File: src/rtl/i2c_arb_pkg.sv
package i2c_arb_pkg;

   typedef struct packed {
      logic rise;
      logic fall;
      logic start;
   } bus_evt_t;

endpackage

File: src/rtl/arb_bus_events.sv
module arb_bus_events
   import i2c_arb_pkg::*;
#(
   parameter bit IDLE_LEVEL = 1'b1
) (
   input  logic     clk,
   input  logic     rst_n,
   input  logic     scl_i,
   input  logic     sda_i,
   output bus_evt_t evt_o
);

   logic scl_q;
   logic sda_q;

   always_ff @(posedge clk or negedge rst_n) begin
      if (!rst_n) begin
         scl_q <= IDLE_LEVEL;
         sda_q <= IDLE_LEVEL;
      end else begin
         scl_q <= scl_i;
         sda_q <= sda_i;
      end
   end

   always_comb begin
      evt_o.rise  = scl_i & ~scl_q;
      evt_o.fall  = ~scl_i & scl_q;
      evt_o.start = sda_q & ~sda_i & scl_i & scl_q;
   end

endmodule

File: src/rtl/arb_bit_compare.sv
module arb_bit_compare
   import i2c_arb_pkg::*;
(
   input  bus_evt_t evt_i,
   input  logic     sda_i,
   input  logic     tx_bit_i,
   input  logic     tx_active_i,
   output logic     mismatch_o
);

   logic differ;

   always_comb begin
      differ     = tx_bit_i ^ sda_i;
      mismatch_o = evt_i.rise & tx_active_i & differ;
   end

endmodule

File: src/rtl/arb_flag_ctrl.sv
module arb_flag_ctrl
   import i2c_arb_pkg::*;
#(
   parameter int SUPPORT_BYTE_MODE = 1
) (
   input  logic     clk,
   input  logic     rst_n,
   input  bus_evt_t evt_i,
   input  logic     mismatch_i,
   input  logic     byte_mode_i,
   input  logic     ninth_i,
   input  logic     clr_i,
   output logic     flag_o
);

   logic set_evt;
   logic flag_q;

   generate
      if (SUPPORT_BYTE_MODE != 0) begin : g_byte
         logic pend_q;
         logic post;
         always_comb post = evt_i.fall & ninth_i;
         always_ff @(posedge clk or negedge rst_n) begin
            if (!rst_n) begin
               pend_q <= 1'b0;
            end else if (!byte_mode_i) begin
               pend_q <= 1'b0;
            end else if (post || evt_i.start) begin
               pend_q <= 1'b0;
            end else if (mismatch_i) begin
               pend_q <= 1'b1;
            end
         end
         always_comb set_evt = byte_mode_i ? (post & pend_q) : mismatch_i;
      end else begin : g_bit
         always_comb set_evt = mismatch_i;
      end
   endgenerate

   always_ff @(posedge clk or negedge rst_n) begin
      if (!rst_n) begin
         flag_q <= 1'b0;
      end else if (set_evt) begin
         flag_q <= 1'b1;
      end else if (clr_i) begin
         flag_q <= 1'b0;
      end
   end

   assign flag_o = flag_q;

endmodule

File: src/rtl/i2c_arb_loss_det.sv
module i2c_arb_loss_det
   import i2c_arb_pkg::*;
#(
   parameter int SUPPORT_BYTE_MODE = 1,
   parameter bit IDLE_LEVEL        = 1'b1
) (
   input  logic clk,
   input  logic rst_n,
   input  logic scl_i,
   input  logic sda_i,
   input  logic tx_bit_i,
   input  logic tx_active_i,
   input  logic byte_mode_i,
   input  logic ninth_i,
   input  logic clr_i,
   output logic arb_lost_o
);

   generate
      if (SUPPORT_BYTE_MODE != 0 && SUPPORT_BYTE_MODE != 1) begin : g_bad_param
         $error("SUPPORT_BYTE_MODE must be 0 or 1");
      end
   endgenerate

   bus_evt_t evt;
   logic     mismatch;

   arb_bus_events #(.IDLE_LEVEL(IDLE_LEVEL)) u_events (
      .clk   (clk),
      .rst_n (rst_n),
      .scl_i (scl_i),
      .sda_i (sda_i),
      .evt_o (evt)
   );

   arb_bit_compare u_cmp (
      .evt_i       (evt),
      .sda_i       (sda_i),
      .tx_bit_i    (tx_bit_i),
      .tx_active_i (tx_active_i),
      .mismatch_o  (mismatch)
   );

   arb_flag_ctrl #(.SUPPORT_BYTE_MODE(SUPPORT_BYTE_MODE)) u_flag (
      .clk         (clk),
      .rst_n       (rst_n),
      .evt_i       (evt),
      .mismatch_i  (mismatch),
      .byte_mode_i (byte_mode_i),
      .ninth_i     (ninth_i),
      .clr_i       (clr_i),
      .flag_o      (arb_lost_o)
   );

endmodule

File: config.mk
export PLATFORM = sky130hd
export DESIGN_NAME = i2c_arb_loss_det
export DESIGN_NICKNAME = d
export VERILOG_FILES = /design/src/rtl/i2c_arb_pkg.sv /design/src/rtl/arb_bus_events.sv /design/src/rtl/arb_bit_compare.sv /design/src/rtl/arb_flag_ctrl.sv /design/src/rtl/i2c_arb_loss_det.sv
export SDC_FILE = /design/constraint.sdc
export NUM_CORES = 1
export LEC_CHECK = 0
export CAP_MARGIN = 0
export CORE_AREA = 2 2 39 41
export CTS_CLUSTER_DIAMETER = 80
export DETAILED_ROUTE_END_ITERATION = 8
export DIE_AREA = 0 0 41 43
export DONT_BUFFER_PORTS = 1
export PLACE_DENSITY = 0.33
export SLEW_MARGIN = 15
export SYNTH_ARGS = -nofsm -noshare
export SYNTH_HDL_FRONTEND = slang
export SYNTH_SLANG_ARGS = --single-unit
export TNS_END_PERCENT = 1
File: constraint.sdc
create_clock -name clk -period 2.6 [get_ports clk]
set_input_delay 0.52 -clock clk [delete_from_list [all_inputs] [get_ports clk]]
set_output_delay 0.52 -clock clk [all_outputs]
set_load 0.005 [all_outputs]
==> results of run 1 <==
==> cells by family after synthesis <==
kind of cell | Yosys count | share of synthesized area
buffers and inverters | 2 | 0.0429
and+or+nand+nor | 6 | 0.243
AOI/OAI and AO/OA | 2 | 0.0786
DFF | 4 | 0.586
xor gates and xnor gates | 1 | 0.0500
==> path summary, 6_finish.rpt <==
kind,startpoint,end
min in group clk,scl_i,u_events.scl_q
max in group asynchronous,rst_n,u_flag.g_byte.pend_q
hold reg to reg,u_flag.g_byte.pend_q,u_flag.g_byte.pend_q
setup / recovery,u_flag.flag_o,arb_lost_o
setup reg to reg,u_events.scl_q,u_flag.flag_o
hold / removal,rst_n,u_events.scl_q
==> layer usage <==
metal  vias up  part of all wire
met5         -                 0
met4         0                 0
met3         0              0.28
met2        15              0.23
met1        54              0.48
li1         64                 -
==> synthesized netlist by cell type <==
cell type / n
dfrtp_1: 2
dfstp_2: 2
inv_1: 2
nand4b_1: 2
a21oi_1: 1
nand3_1: 1
nand3b_1: 1
nand4_1: 1
nor2b_1: 1
o221ai_1: 1
xor2_1: 1
==> placed cells by master (no fill, tap or decap), drive strengths merged <==
master       n
nand3b       1
nand4b       2
clkbuf       4
inv          2
dlygate4sd3  1
a21oi        1
nand4        1
xor2         1
dfstp        2
dfrtp        2
o221ai       1
nor2b        1
nand3        1
==> power groups by stage <==
stage          logic, mW  registers (mW)  clock network [mW]
3_3_place_gp     0.00519          0.0690                   0
6_report         0.00691          0.0684              0.0858
3_5_place_dp     0.00534          0.0691                   0
4_1_cts          0.00700          0.0683              0.0910
2_1_floorplan    0.00483          0.0687                   0
5_1_grt          0.00798          0.0686              0.0988
==> registers in the layout, summed over array words and instances, names as in the netlist <==
register and cells:
u_flag.g_byte.pend_q 1, u_events.sda_q 1, u_flag.flag_o 1, u_events.scl_q 1
==> what timing repair did <==
item / in CTS / in global routing
hold buffers: 1 / 0
setup buffers: 0 / 0
setup endpoints to repair: 0 / 0
hold endpoints to repair: 2 / 0
==> cell type report <==
class,count,area [um2],share of cell area
repair buffers,1,10.0,0.0432
well taps,16,20.0,0.0865
multi-input cells,9,65.1,0.281
flip-flops and latches,4,103,0.443
inverters,2,7.51,0.0324
clock buffers,4,26.3,0.114
==> impl_results.md, run 1 <==
- Flop2flop setup slack: 1680 ps
- Req. time, crit path: 2080 ps
- Hold/Removal Path Class: in2async
- Sw frac: 0.200
- Gr ovfl total: 0
- Status: complete, no violations
- Power share of the clock group: 0.533
- Die Width: 41 um
- Clock Tree Buf Depth: 2
- WHS: 135 ps
- Share of post-route cells with drive strength above 1: 0.250
- Number of detailed-route iterations in the first pass: 2
- DRC: 0
- M3 GR Usage: 0.0995
- Antenna diodes: 0
- Cell area after layout: 231 um2
- DP Cell Count: 31
- Ranking of synthesized cells by area: dfstp_2, dfrtp_1, nand4b_1, o221ai_1, xor2_1
- Internal: 0.129 mW
- Worst-Margin Slew: 157 ps
- Register area share after synthesis: 0.586
- Final Hold Fails: 0
- CTS Sinks: 4
- Share of the synthesized area in the top cell type: 0.300
- Vias/cell: 3.69
- ANT nets after route: 0
- # setup viols final: 0
- Post-CTS Resized: 0
- Layout Utilization: 0.167
- Total Routing Usage GR: 0.0645
- CTS root buf: clkbuf_4
- Setup repair after global routing missed its margin: no
- Ports: 10
- Total power: 0.161 mW
- Layout Cells excl Fill: 36
- CTS tree: yes
- Max IR drop VDD: 0.299 mV
- Synth Area per Inst: 11.7 um2
- Final WL: 372 um
- Max-Cap Viols: 0
- Fmax: 871 MHz
- Seq cells post-synth: 4
- Share of power burned in registers: 0.425
- CP arrival: 630 ps
- Period minus WS final: 1150 ps
- Met2 Usage GRT: 0.0344
- Via count: 133
- Worst Setup Start Kind: flop
- Pre-CTS WS: 1530 ps
- First-pass GRT wire length: 572 um
- Levels on crit path: 0
- Vias in the first global route: 140
- Starting density of the core: 0.127
- Setup TNS: 0 ps
- PwrDens: 696 mW/mm2
- Reg2Reg Depth: 2
- Synth area leader: dfstp_2
- Port Buffer Count: 0
- Busiest grt layer: met3
- CP Max Fanout: 2
- DR WL/cell: 10.3 um
- Largest net degree at the start of global routing: 6
- Area delta synth->final: 32.1%
- Core Box Area: 0.00138 mm2
- Cells after synthesis: 15
- Antenna violations before repair: 0
- Die height: 43 um
- Endpoint class of the critical path: output pin
- Rel. slew slack: 0.895
- Clock latency on the worst-skew pair: 240 ps
- H-Tree Level Count: 1
- Gpl congestion: 0.642
- Cell variety after synth: 11
- GR Util met1: 0.0812
- Leak pwr: 0.0864 nW
- Gate power share: 0.043
- Setup ws final: 1450 ps
- CTS buffer count: 3
- Syn_nets: 24
- DR iter-0 viols: 3
- Sw Pwr: 0.0323 mW
- Final period utilization: 0.442
- Clock slew at reported path FFs: 50 ps
- FP Rows: 14
- # fillers: 147
- Synthesized area: 175 um2
- Post-DP Area: 195 um2
- Max Slew Vio Count: 0
- Nets@finish: 30
- Synth warnings: 0
- Final Skew: 13.2 ps
- Die footprint: 0.00176 mm2
- Critical path class: reg2out
Note: power is estimated with default switching activity, not from simulation.
==> run 2: changes to the inputs <==
Clock period 2.6 ns to 1.15 ns, I/O delays scaled along.
==> run 2 against run 1 <==
Clock skew barely moved. Final area is 8.6% higher. Power is 130% higher. Non-clock buffer count increased by 2. Sequential power up 130%. Die area did not move. First-iteration DRC count rose to 2.7 times the previous value. Sequential cell count is the same. Setup slack got worse by 1200 ps. Hold slack worse by 30 ps. Critical path depth is 2 higher.
==> impl_results.md, run 2 (synthesis gave the netlist of run 1 again) <==
- # fillers: 151
- Max-Cap Viols: 0
- Setup TNS: 0 ps
- PwrDens: 1490 mW/mm2
- Gpl congestion: 0.638
- Reg2Reg Depth: 2
- ANT nets after route: 0
- CTS Sinks: 4
- Most frequent cells in the layout: clkbuf_4, dlygate4sd3_1
- Final Hold Fails: 0
- Largest net degree at the start of global routing: 6
- Leak pwr: 0.0947 nW
- Share of post-route cells with drive strength above 1: 0.227
- Ports: 10
- Antenna diodes: 0
- H-Tree Level Count: 1
- Clock slew at reported path FFs: 50 ps
- Fmax: 1070 MHz
- FP Rows: 14
- Power share of the clock group: 0.526
- Max Slew Vio Count: 0
- DR iter-0 viols: 8
- Internal: 0.296 mW
- Endpoint class of the critical path: flop
- Area delta synth->final: 43.6%
- Nets@finish: 32
- DP Cell Count: 31
- Total Routing Usage GR: 0.0785
- Gate power share: 0.061
- Setup ws final: 214 ps
- CP arrival: 1050 ps
- First-pass GRT wire length: 765 um
- Port Buffer Count: 0
- Core Box Area: 0.00138 mm2
- Via count: 155
- Share of power burned in registers: 0.413
- Number of detailed-route iterations in the first pass: 4
- Worst Setup Start Kind: flop
- Starting density of the core: 0.127
- Worst-Margin Slew: 204 ps
- Worst hold path cell count: 2
- CTS buffer count: 3
- Post-CTS setup buffer count: 0
- Setup repair after global routing missed its margin: no
- DRC: 0
- Cell area after layout: 251 um2
- Pre-CTS WS: 198 ps
- Clock latency on the worst-skew pair: 240 ps
- Final period utilization: 0.814
- Sw frac: 0.209
- Vias/cell: 4.08
- Die footprint: 0.00176 mm2
- Rel. slew slack: 0.864
- Max IR drop VDD: 0.676 mV
- Sw Pwr: 0.0783 mW
- Gr ovfl total: 0
- CP Max Fanout: 4
- Clock Tree Buf Depth: 2
- Post-DP Area: 195 um2
- Antenna violations before repair: 0
- Layout Cells excl Fill: 38
- CTS tree: yes
- Vias in the first global route: 179
- Period minus WS final: 936 ps
- Die Width: 41 um
- Critical path class: reg2reg
- CTS root buf: clkbuf_4
- # setup viols final: 0
- Die height: 43 um
- Hold/Removal Path Class: in2reg
- Req. time, crit path: 1260 ps
- Status: complete, no violations
- Final WL: 420 um
- Post-CTS Resized: 0
- Final Skew: 13.2 ps
- DR WL/cell: 11.1 um
-- run 2: cell types whose count changed in the layout (fill, tap and decap cells not counted), sizes merged --
cell / before / now
dlygate4sd3: 1 / 3
-- run 2: final timing paths --
path	startpoint	end	slack, ps
setup / recovery	u_events.scl_q	u_flag.flag_o	210
min in group asynchronous	rst_n	u_flag.g_byte.pend_q	260
max in group asynchronous	rst_n	u_events.sda_q	630
hold / removal	byte_mode_i	u_flag.g_byte.pend_q	100
setup reg to reg	u_events.scl_q	u_flag.flag_o	210
hold reg to reg	u_flag.g_byte.pend_q	u_flag.g_byte.pend_q	530
-- run 2: worst max-delay path, cell delays in order (launching register included) --
cell,delay (ps)
dfstp_2,540
nand4b_1,140
o221ai_1,140
-- run 2: per-stage QoR --
stage	utilization	power [mW]	hold WS [ps]
final	0.182	0.374	104
after CTS	0.182	0.380	98.3
after detailed placement	0.141	0.169	-65.4
after global placement	0.141	0.168	-65.5
after floorplan	-	0.166	-65.6
after global routing	0.182	0.407	87.0
-- run 2: per-layer routing --
| metal | GRT usage | share of wire | wire [um] | up-vias |
|---|---|---|---|---|
| li1 | - | - | - | 68 |
| met2 | 0.0719 | 0.29 | 122 | 18 |
| met4 | 0.0600 | 0.021 | 9 | 0 |
| met3 | 0.105 | 0.29 | 120 | 2 |
| met5 | 0 | 0 | 0 | - |
| met1 | 0.0844 | 0.40 | 168 | 67 |
-- run 2: layout make-up --
type	count	area, um2	share of cell area
multi-input combinational	9	65.1	0.259
sequential	4	103	0.408
timing repair buffer	3	30.0	0.119
tap	16	20.0	0.0796
inverter	2	7.51	0.0299
clock buffer	4	26.3	0.104
-- run 2: power groups by stage --
stage               combinational (mW)  clock (mW)  sequential (mW)
finish                          0.0228       0.197            0.155
global placement                0.0117           0            0.156
CTS                             0.0228       0.203            0.155
global route                    0.0263       0.226            0.155
detailed placement              0.0123           0            0.156
floorplan                       0.0109           0            0.155
-- run 2: repair_timing --
item                                    4_1_cts  5_1_grt
hold buffers                                  3        0
endpoints found under the hold margin         6        0
endpoints found under the setup margin        0        0
==> run 3: changes to the inputs <==
Clock period 1.15 ns to 0.8 ns, I/O delays scaled along.
==> run 3 against run 2 <==
The flow now finishes with violations (negative setup slack). Clock power increased by 39%. Final area grew 3.0%. Clock skew fell by 3.9 ps. Critical path type unchanged. Critical endpoint unchanged. Largest cell class unchanged.
==> impl_results.md, run 3 (synthesis gave the netlist of run 1 again) <==
- Status: complete, but fails checks
- Violated checks: negative setup slack
- Max IR drop VDD: 0.607 mV
- Area delta synth->final: 47.9%
- Final period utilization: 1.14
- Cell area after layout: 259 um2
- Setup TNS: -184 ps
- Final Hold Fails: 0
- CTS buffer count: 3
- Leak pwr: 0.0999 nW
- Post-DP Area: 195 um2
- Largest net degree at the start of global routing: 6
- Period minus WS final: 913 ps
- R2R Path End: u_flag.flag_o
- Via count: 143
- ANT nets after route: 0
- Vias/cell: 3.76
- Worst hold path cell count: 2
- First-pass GRT wire length: 745 um
- Port Buffer Count: 0
- Die height: 43 um
- Antenna diodes: 0
- Clock latency on the worst-skew pair: 240 ps
- Vias in the first global route: 194
- Hold/Removal Path Class: in2reg
- Die footprint: 0.00176 mm2
- Flop2flop setup slack: -110 ps
- # setup viols final: 2
- Final Skew: 9.25 ps
- Setup repair after global routing missed its margin: yes
- CTS tree: yes
- Total Routing Usage GR: 0.0765
- Endpoint class of the critical path: flop
- Worst Setup SP: u_events.scl_q
- Worst r2r src: u_events.scl_q
- Gpl congestion: 0.645
- Starting density of the core: 0.127
- Worst Setup Start Kind: flop
- Share of post-route cells with drive strength above 1: 0.273
- Final WL: 419 um
- Clock Tree Buf Depth: 2
- DRC: 0
- Worst-Margin Slew: 199 ps
- Setup ws final: -113 ps
- Pre-CTS WS: -131 ps
- Rel. slew slack: 0.867
- Max-Cap Viols: 0
- Max Slew Vio Count: 0
- CTS Sinks: 4
- CP Max Fanout: 4
- CP arrival: 1020 ps
- DR iter-0 viols: 4
- Fmax: 1090 MHz
- CTS root buf: clkbuf_4
- H-Tree Level Count: 1
- Most frequent cells in the layout: clkbuf_4, dlygate4sd3_1
- # fillers: 154
- PwrDens: 2050 mW/mm2
- FP Rows: 14
- Critical path endpoint: u_flag.flag_o
- Core Box Area: 0.00138 mm2
- Number of detailed-route iterations in the first pass: 3
- Req. time, crit path: 910 ps
- Post-CTS setup buffer count: 0
- Clock slew at reported path FFs: 40 ps
- Ports: 10
- Total power: 0.531 mW
- Nets@finish: 32
- Critical path class: reg2reg
- Reg2Reg Depth: 2
- Gr ovfl total: 0
- Die Width: 41 um
- DR WL/cell: 11.0 um
- Antenna violations before repair: 0
==> run 3: layout make-up <==
class / instances / area [um2] / share of cell area
Clock buffer: 4 / 26.3 / 0.101
Multi-Input combinational cell: 9 / 72.6 / 0.280
Timing Repair Buffer: 3 / 30.0 / 0.116
Inverter: 2 / 7.51 / 0.0290
Sequential cell: 4 / 103 / 0.396
Tap cell: 16 / 20.0 / 0.0773
==> run 3: layer usage <==
metal / global-route usage / share of wire / vias to the layer above / wire length [um]
met3: 0.105 / 0.19 / 0 / 79
li1: - / - / 70 / -
met2: 0.0781 / 0.37 / 10 / 154
met4: 0.0800 / 0 / 0 / 0
met1: 0.0617 / 0.44 / 63 / 185
met5: 0 / 0 / - / 0
==> run 3: through the flow <==
stage	cells	utilization	hold slack (ps)
6_report	38	0.187	58.1
5_1_grt	38	0.187	43.8
4_1_cts	38	0.184	43.0
3_5_place_dp	31	0.141	-135
3_3_place_gp	31	0.141	-135
2_1_floorplan	15	-	-136
==> run 3: report_power, final <==
part	total, mW	leakage, nW	switching [mW]	internal, mW
clock	0.273	0.0150	0.0858	0.187
sequential	0.222	0.0485	0.00572	0.217
combinational	0.0356	0.0364	0.0121	0.0235
==> run 3: repair_timing <==
item                       4_1_cts  5_1_grt
hold buffers                     3        0
setup endpoints to repair        3        3
pin swaps                        2        0
hold endpoints to repair         6        0
resized for setup                1        1
==> run 3: critical path, cell delays in order, from the launching register on <==
cell      delay [ps]
dfstp_2          540
nand4b_1         140
o221ai_1         110
==> run 3: worst min-delay path by stage <==
stage | from | end | slack [ps]
final | byte_mode_i | u_flag.g_byte.pend_q | 60
after global routing | byte_mode_i | u_flag.g_byte.pend_q | 40
after CTS | byte_mode_i | u_flag.g_byte.pend_q | 40
after detailed placement | rst_n | u_flag.flag_o | -140
after global placement | rst_n | u_flag.flag_o | -140
after floorplan | rst_n | u_flag.flag_o | -140
